===== config.mk =====
export PLATFORM = sky130hd
export DESIGN_NAME = flash_seq
export DESIGN_NICKNAME = d
export VERILOG_FILES = /design/src/rtl/flseq_pkg.sv /design/src/rtl/flseq_gap_timer.sv /design/src/rtl/flseq_poll_ctr.sv /design/src/rtl/flseq_judge.sv /design/src/rtl/flash_seq.sv
export SDC_FILE = /design/constraint.sdc
export NUM_CORES = 1
export LEC_CHECK = 0
export BUFFER_PORTS_ARGS = -buffer_cell sky130_fd_sc_hd__buf_4
export CAP_MARGIN = 20
export CORE_MARGIN = 1.5
export CORE_UTILIZATION = 49
export DETAILED_ROUTE_END_ITERATION = 10
export HOLD_SLACK_MARGIN = 0.06
export PLACE_DENSITY = 0.86
export SETUP_SLACK_MARGIN = 0.4
export SYNTH_ARGS = -nofsm -noshare
export SYNTH_HDL_FRONTEND = slang
export SYNTH_SLANG_ARGS = --single-unit

===== constraint.sdc =====
create_clock -name clk -period 2.2 [get_ports clk]
set_clock_uncertainty 0.05 [all_clocks]
set_input_delay 0.33 -clock clk [delete_from_list [all_inputs] [get_ports clk]]
set_output_delay 0.33 -clock clk [all_outputs]
set_load 0.05 [all_outputs]

===== src/rtl/flseq_pkg.sv =====
package flseq_pkg;

   typedef enum logic [3:0] {
      S_IDLE,
      S_ESETUP,
      S_ECONF,
      S_PSETUP,
      S_PGAP,
      S_PDATA,
      S_PCMD,
      S_PRD,
      S_PCHK,
      S_CLR,
      S_RST,
      S_VRD,
      S_VCHK,
      S_DONE
   } seq_st_t;

   typedef enum logic {
      OP_ERASE = 1'b0,
      OP_PROG  = 1'b1
   } seq_op_t;

   localparam logic [7:0] C_ERS_ARM   = 8'h20;
   localparam logic [7:0] C_ERS_GO    = 8'hD0;
   localparam logic [7:0] C_PGM_ARM   = 8'h40;
   localparam logic [7:0] C_STAT_RD   = 8'h70;
   localparam logic [7:0] C_STAT_CLR  = 8'h50;
   localparam logic [7:0] C_READ_MODE = 8'hFF;
   localparam logic [7:0] BLANK_BYTE  = 8'hFF;
   localparam logic [7:0] FAULT_MASK  = 8'h38;
   localparam int         READY_BIT   = 7;

endpackage


===== src/rtl/flseq_gap_timer.sv =====
module flseq_gap_timer #(
   parameter int CYCLES = 50
) (
   input  logic clk,
   input  logic rst_n,
   input  logic load,
   output logic expired
);

   if (CYCLES < 0) begin : g_bad_cycles
      $error("flseq_gap_timer: CYCLES must not be negative");
   end

   if (CYCLES == 0) begin : g_none
      assign expired = 1'b1;
   end else begin : g_count
      localparam int W = $clog2(CYCLES + 1);
      localparam logic [W-1:0] INIT = W'(CYCLES - 1);
      logic [W-1:0] cnt;

      always_ff @(posedge clk) begin
         if (!rst_n)
            cnt <= '0;
         else if (load)
            cnt <= INIT;
         else if (cnt != '0)
            cnt <= cnt - 1'b1;
      end

      assign expired = (cnt == '0);

      p_count_in_range_r3: assert property (@(posedge clk) disable iff (!rst_n)
         cnt <= INIT);
   end

endmodule


===== src/rtl/flseq_poll_ctr.sv =====
module flseq_poll_ctr #(
   parameter int LIMIT = 1000000
) (
   input  logic clk,
   input  logic rst_n,
   input  logic clr,
   input  logic step,
   output logic last
);

   if (LIMIT < 1) begin : g_bad_limit
      $error("flseq_poll_ctr: LIMIT must be at least 1");
   end

   localparam int W = $clog2(LIMIT + 1);
   localparam logic [W-1:0] LAST_CNT = W'(LIMIT - 1);

   logic [W-1:0] cnt;

   always_ff @(posedge clk) begin
      if (!rst_n)
         cnt <= '0;
      else if (clr)
         cnt <= '0;
      else if (step)
         cnt <= cnt + 1'b1;
   end

   assign last = (cnt == LAST_CNT);

   // the sequencer never asks for another attempt once the limit is reached
   p_step_below_limit_r4: assert property (@(posedge clk) disable iff (!rst_n)
      step |-> !last);

   p_attempts_bounded_r4: assert property (@(posedge clk) disable iff (!rst_n)
      cnt <= LAST_CNT);

endmodule


===== src/rtl/flseq_judge.sv =====
module flseq_judge
   import flseq_pkg::*;
(
   input  logic       op_prog,
   input  logic [7:0] rd_byte,
   input  logic [7:0] src_byte,
   output logic       ready,
   output logic       fault,
   output logic       mismatch
);

   logic [7:0] want;

   always_comb begin
      ready    = rd_byte[READY_BIT];
      fault    = |(rd_byte & FAULT_MASK);
      want     = op_prog ? src_byte : BLANK_BYTE;
      mismatch = (rd_byte != want);
   end

endmodule


===== src/rtl/flash_seq.sv =====
module flash_seq
   import flseq_pkg::*;
#(
   parameter int BANK_AW    = 13,
   parameter int BANK_BITS  = 1,
   parameter int POLL_LIMIT = 1000000,
   parameter int GAP_CYCLES = 50
) (
   input  logic                         clk,
   input  logic                         rst_n,
   input  logic                         start,
   input  logic                         op,
   input  logic [BANK_BITS-1:0]         bank,
   output logic                         busy,
   output logic                         done,
   output logic                         err,
   output logic [BANK_BITS+BANK_AW-1:0] fl_addr,
   output logic [7:0]                   fl_wdata,
   output logic                         fl_we,
   output logic                         fl_re,
   input  logic [7:0]                   fl_rdata,
   output logic [BANK_AW-1:0]           buf_addr,
   input  logic [7:0]                   buf_rdata
);

   if (BANK_AW < 1) begin : g_bad_aw
      $error("flash_seq: BANK_AW must be at least 1");
   end
   if (BANK_BITS < 1) begin : g_bad_bank
      $error("flash_seq: BANK_BITS must be at least 1");
   end
   if (POLL_LIMIT < 1) begin : g_bad_limit
      $error("flash_seq: POLL_LIMIT must be at least 1");
   end
   if (GAP_CYCLES < 0) begin : g_bad_gap
      $error("flash_seq: GAP_CYCLES must not be negative");
   end

   localparam int FA_W = BANK_BITS + BANK_AW;
   localparam logic [BANK_AW-1:0] LAST_IDX = '1;
   localparam bit HAS_GAP = (GAP_CYCLES > 0);

   seq_st_t              st, st_nx;
   seq_op_t              op_q;
   logic [BANK_BITS-1:0] bank_q;
   logic [BANK_AW-1:0]   idx;
   logic                 err_q;

   logic ready, fault, mismatch;
   logic gap_expired, poll_last;
   logic [BANK_AW-1:0] off;

   flseq_judge u_judge (
      .op_prog  (op_q == OP_PROG),
      .rd_byte  (fl_rdata),
      .src_byte (buf_rdata),
      .ready    (ready),
      .fault    (fault),
      .mismatch (mismatch)
   );

   flseq_gap_timer #(.CYCLES(GAP_CYCLES)) u_gap (
      .clk     (clk),
      .rst_n   (rst_n),
      .load    (st == S_PSETUP),
      .expired (gap_expired)
   );

   flseq_poll_ctr #(.LIMIT(POLL_LIMIT)) u_poll (
      .clk   (clk),
      .rst_n (rst_n),
      .clr   ((st == S_ECONF) || (st == S_PDATA)),
      .step  ((st == S_PCHK) && !ready && !poll_last),
      .last  (poll_last)
   );

   // next state
   always_comb begin
      st_nx = st;
      unique case (st)
         S_IDLE:   if (start) st_nx = op ? S_PSETUP : S_ESETUP;
         S_ESETUP: st_nx = S_ECONF;
         S_ECONF:  st_nx = S_PCMD;
         S_PSETUP: st_nx = HAS_GAP ? S_PGAP : S_PDATA;
         S_PGAP:   if (gap_expired) st_nx = S_PDATA;
         S_PDATA:  st_nx = S_PCMD;
         S_PCMD:   st_nx = S_PRD;
         S_PRD:    st_nx = S_PCHK;
         S_PCHK: begin
            if (ready) begin
               if (fault || op_q == OP_ERASE || idx == LAST_IDX)
                  st_nx = S_CLR;
               else
                  st_nx = S_PSETUP;
            end else begin
               st_nx = poll_last ? S_CLR : S_PCMD;
            end
         end
         S_CLR:    st_nx = S_RST;
         S_RST:    st_nx = err_q ? S_DONE : S_VRD;
         S_VRD:    st_nx = S_VCHK;
         S_VCHK:   st_nx = (idx == LAST_IDX) ? S_DONE : S_VRD;
         S_DONE:   st_nx = S_IDLE;
         default:  st_nx = S_IDLE;
      endcase
   end

   always_ff @(posedge clk) begin
      if (!rst_n) begin
         st     <= S_IDLE;
         op_q   <= OP_ERASE;
         bank_q <= '0;
         idx    <= '0;
         err_q  <= 1'b0;
      end else begin
         st <= st_nx;
         unique case (st)
            S_IDLE: begin
               if (start) begin
                  op_q   <= seq_op_t'(op);
                  bank_q <= bank;
                  idx    <= '0;
                  err_q  <= 1'b0;
               end
            end
            S_PCHK: begin
               if (ready) begin
                  if (fault)
                     err_q <= 1'b1;
                  else if (op_q == OP_PROG && idx != LAST_IDX)
                     idx <= idx + 1'b1;
               end else if (poll_last) begin
                  err_q <= 1'b1;
               end
            end
            S_RST: idx <= '0;
            S_VCHK: begin
               if (mismatch)
                  err_q <= 1'b1;
               if (idx != LAST_IDX)
                  idx <= idx + 1'b1;
            end
            default: ;
         endcase
      end
   end

   // bus drive, decoded from state
   always_comb begin
      unique case (st)
         S_PSETUP, S_PGAP, S_PDATA, S_VRD, S_VCHK: off = idx;
         default:                                  off = '0;
      endcase
   end

   assign fl_addr  = {bank_q, off};
   assign buf_addr = idx;

   always_comb begin
      unique case (st)
         S_ESETUP: fl_wdata = C_ERS_ARM;
         S_ECONF:  fl_wdata = C_ERS_GO;
         S_PSETUP: fl_wdata = C_PGM_ARM;
         S_PDATA:  fl_wdata = buf_rdata;
         S_PCMD:   fl_wdata = C_STAT_RD;
         S_CLR:    fl_wdata = C_STAT_CLR;
         S_RST:    fl_wdata = C_READ_MODE;
         default:  fl_wdata = 8'h00;
      endcase
   end

   assign fl_we = (st == S_ESETUP) || (st == S_ECONF) || (st == S_PSETUP) ||
                  (st == S_PDATA)  || (st == S_PCMD)  || (st == S_CLR)    ||
                  (st == S_RST);
   assign fl_re = (st == S_PRD) || (st == S_VRD);

   assign busy = (st != S_IDLE);
   assign done = (st == S_DONE);
   assign err  = err_q;

   // ---------------- assertions ----------------
   p_strobe_excl_r10: assert property (@(posedge clk) disable iff (!rst_n)
      !(fl_we && fl_re));

   p_idle_quiet_r10: assert property (@(posedge clk) disable iff (!rst_n)
      !busy |-> (!fl_we && !fl_re));

   p_confirm_follows_r1: assert property (@(posedge clk) disable iff (!rst_n)
      (st == S_ESETUP) |=> (fl_we && fl_wdata == C_ERS_GO && $stable(fl_addr)));

   p_status_read_r2: assert property (@(posedge clk) disable iff (!rst_n)
      (st == S_PCMD) |=> (fl_re && $stable(fl_addr)));

   p_gap_quiet_r3: assert property (@(posedge clk) disable iff (!rst_n)
      (st == S_PGAP) |-> (!fl_we && !fl_re));

   p_close_pair_r6: assert property (@(posedge clk) disable iff (!rst_n)
      (st == S_CLR) |=> (fl_we && fl_wdata == C_READ_MODE && $stable(fl_addr)));

   p_done_pulse_r8: assert property (@(posedge clk) disable iff (!rst_n)
      done |=> (!done && !busy));

   p_hold_request_r9: assert property (@(posedge clk) disable iff (!rst_n)
      (busy && !done) |=> ($stable(op_q) && $stable(bank_q)));

endmodule


==> results.py <==
metrics = {
    "power": {
        "power_w": 0.00501,
        "vdd_ir_drop_max_uv": 901,
        "cellLeakagePower_nw": 1.93,
        "power_density_mw_per_mm2": 1020,
    },
    "grt": {
        "wire_length_of_the_first_global_routing_pass_mm": 17.2,
        "grt_antenna_before_repair": 0,
        "grt_start_max_net_pins": 17,
        "track_usage_pct": 35.5,
        "first_global_vias": 3448,
        "overflow": 0,
    },
    "floorplan": {
        "start_util_pct": 51.2,
        "core_area_sq_mm": 0.00557,
        "design.die.area_sq_mm": 0.00630,
        "dieWidth_um": 79.4,
        "ios": 61,
        "die-height_um": 79.4,
        "rows": 27,
    },
    "sta": {
        "timing_max_transition_violations_final": 0,
        "worstMarginPinSlew_ps": 488,
        "final_hold_viol_count": 0,
        "max_slew_headroom_at_the_worst_pin_pct": 67.4,
        "final_min_period_over_clock_period_pct": 98.4,
        "layout_setup_ws_ps": 35.8,
        "min_period_ps": 2160,
        "setup-violations-final": 0,
        "fmax_mhz": 462,
        "setup_tns_ps": 0,
        "rsz0062_at_grt": "true",
    },
    "synthesis": {
        "synth-warning-count": 0,
        "syn-cell-area_sq_mm": 0.00286,
        "synthDominantCellAreaShare_pct": 32.2,
        "synth_cells": 369,
        "synth-edff-count": 0,
        "ys.flop_type": "dfxtp_1",
        "ys_seq_elements": 46,
        "yosysSeqAreaShare_pct": 32.2,
        "synthTopCellsByArea": "dfxtp_1, a21oi_1, nor2b_1, nor2_1, nand2_1",
        "post-synth-top-area-cell": "dfxtp_1",
        "yosys.cell_types.count": 55,
        "synth-async-reset-ratio_pct": 0,
        "synthesis.area_per_instance_sq_um": 7.74,
        "synthesis.nets": 393,
    },
    "placed_design": {
        "dp_cells": 501,
        "portBuffers": 60,
        "dp.final_hpwl_mm": 5.64,
        "gp_congestion": 0.899,
        "worst_setup_slack_after_placement_ps": 80.4,
    },
    "route": {
        "first_iter_violations": 474,
        "wirelength_met1_mm": 5.21,
        "wl_met2_mm": 6.57,
        "post-route-drc-count": 0,
        "met3_wirelength_mm": 1.50,
        "route.final.wire_length_mm": 14.3,
        "route.top_layer_used": "met4",
        "vias": 3874,
        "dr.pass1.iters": 5,
        "post_drt_wl_per_cell_um": 26.1,
        "routed_via_density": 7.07,
        "route.antenna.remaining_nets": 0,
    },
    "worst_setup_path": {
        "crit_path_start": "st[3]$_SDFFE_PN0P_",
        "worst_setup_slack_for_register_to_register_paths_ps": 40,
        "worst_ep_arrival_time_ps": 2360,
        "timing.reg2reg.worst_path_depth": 7,
        "worstSetupEndpoint": "buf_addr[8]$_SDFFE_PN0P_",
        "timing.critical_path.fanout_max": 10,
        "worst-endpoint-required_ps": 2400,
        "r2r-start": "st[3]$_SDFFE_PN0P_",
        "critical_path.reg2reg.endpoint": "buf_addr[8]$_SDFFE_PN0P_",
        "worstSetupStartpointType": "flop",
        "critPathCaptureType": "flop",
        "critical_path_class": "flop to flop",
    },
    "clocking": {
        "clk_lat_worst_skew_ps": 320,
        "cts_htree_levels": 2,
        "clock_sink_count": 46,
        "clk_pin_slew_worst_paths_ps": 100,
        "cts_tree": "yes",
        "root_buffer": "clkbuf_8",
        "cts_inserted_buffers": 5,
        "clock_path_buffers": 2,
    },
    "min_path": {
        "hold_wc_path_type": "input port to flop",
    },
    "final_layout": {
        "antenna_cells_inserted": 0,
        "multi_input_comb_area_sq_mm": 0.00253,
        "non_filler_cells_in_the_finished_layout": 548,
        "final_net_count": 499,
        "fin_util_pct": 88.5,
        "seq_area_sq_um": 977,
        "filler_cell_count": 235,
        "final_layout_size_suffix_gt1_share_pct": 53.2,
        "area_grow_syn2layout_pct": 72.6,
    },
    "run_status": {
        "run_status": "finished clean",
    },
    "job": {
        "max_cap_viol_count": 0,
    },
}
[cells by family after synthesis]
logic type,Yosys count,share of synthesized area (%)
adder cells (fa/ha/maj),3,1.31
flip-flops,46,32.2
buffers and inverters,31,4.42
AND/OR/NAND/NOR,180,35.7
AO/OA/AOI/OAI,83,18.1
XOR/XNOR,21,6.44
multiplexers,5,1.75
[where the power goes]
group	leakage, nW	switching, W	internal (W)
clock network	0.0496	0.000329	0.000294
logic	1.50	0.00186	0.00145
registers	0.386	0.000143	0.000932
[synthesized netlist by cell type, types with 3 or more instances]
cell type  instances
nand4bb_1          3
o21a_1             3
o21ai_1           14
a21boi_1           3
mux2i_1            5
nand2b_1           7
inv_1              9
clkbuf_1          13
nand3_1           13
a21o_1             5
dfxtp_1           46
nor4_1             3
o31ai_1            4
nor3b_1            5
nor2_1            32
or4_1              4
or3_1             14
nand2_1           31
or3b_1             3
nand4_1            6
and4_1             5
o21ai_0            6
nor2b_1           22
nor3_1            13
xnor2_1           10
a21oi_1           29
ha_1               3
and3_1             6
buf_2              5
xor2_1            11
[critical path: stages (launching register included)]
cell and delay (ps):
dfxtp_4 420, buf_12 150, nor3b_4 350, a31o_1 310
o22ai_4 120, buf_6 150, or4_4 410, a21oi_2 130
[worst min path at each step]
stage | endpoint | start | cells after the start
final | op_q$_SDFFE_PN0P_ | op | 3
after global routing | op_q$_SDFFE_PN0P_ | op | 3
after CTS | op_q$_SDFFE_PN0P_ | op | 3
after detailed placement | buf_addr[12]$_SDFFE_PN0P_ | buf_addr[12]$_SDFFE_PN0P_ | 1
after global placement | buf_addr[12]$_SDFFE_PN0P_ | buf_addr[12]$_SDFFE_PN0P_ | 1
after floorplan | u_poll.cnt[6]$_SDFFE_PP0P_ | u_poll.cnt[6]$_SDFFE_PP0P_ | 2
[layout make-up]
class,instances,share of cell area [%]
clock buffers,7,1.98
repair buffers,119,23.9
clock inverters,1,0.152
flip-flops and latches,46,19.8
inverters,10,0.913
well taps,72,1.83
multi-input cells,293,51.4
[cells in the final DEF (no fill, tap or decap), types with 9 or more instances in the layout]
master   instances
buf_4           72
buf_6           31
nand2_1         26
dfxtp_1         25
nor2_1          20
a21oi_1         16
nor2b_4         15
o21ai_1         13
nand3_1         13
dfxtp_4         12
nor2_4          11
xor2_1          10
xnor2_1         10
buf_8           10
a21oi_2          9
dfxtp_2          9
[registers in the layout, summed over array words and instances, names as in the netlist]
register and count:
st 4, u_poll.cnt 20, op_q 1, u_gap.g_count.cnt 6, bank_q 1, err 1
buf_addr 13
[repair_timing]
action,4_1_cts,5_1_grt
pin swaps,23,46
gates cloned,4,0
hold buffers,0,0
setup endpoints to repair,59,65
resized for setup,99,84
setup buffers,15,20
[layer usage]
metal,vias up,GRT usage [%]
li1,1538,-
met1,1836,40.0
met2,389,60.7
met3,111,7.13
met4,0,22.5
met5,-,0
[through the flow]
step	hold slack, ps	area, sq um
final	244	4930
after global placement	429	3720
after detailed placement	421	3720
after floorplan	421	3120
after global routing	272	4930
after CTS	240	4410
Note: power is estimated with default switching activity, not from simulation.
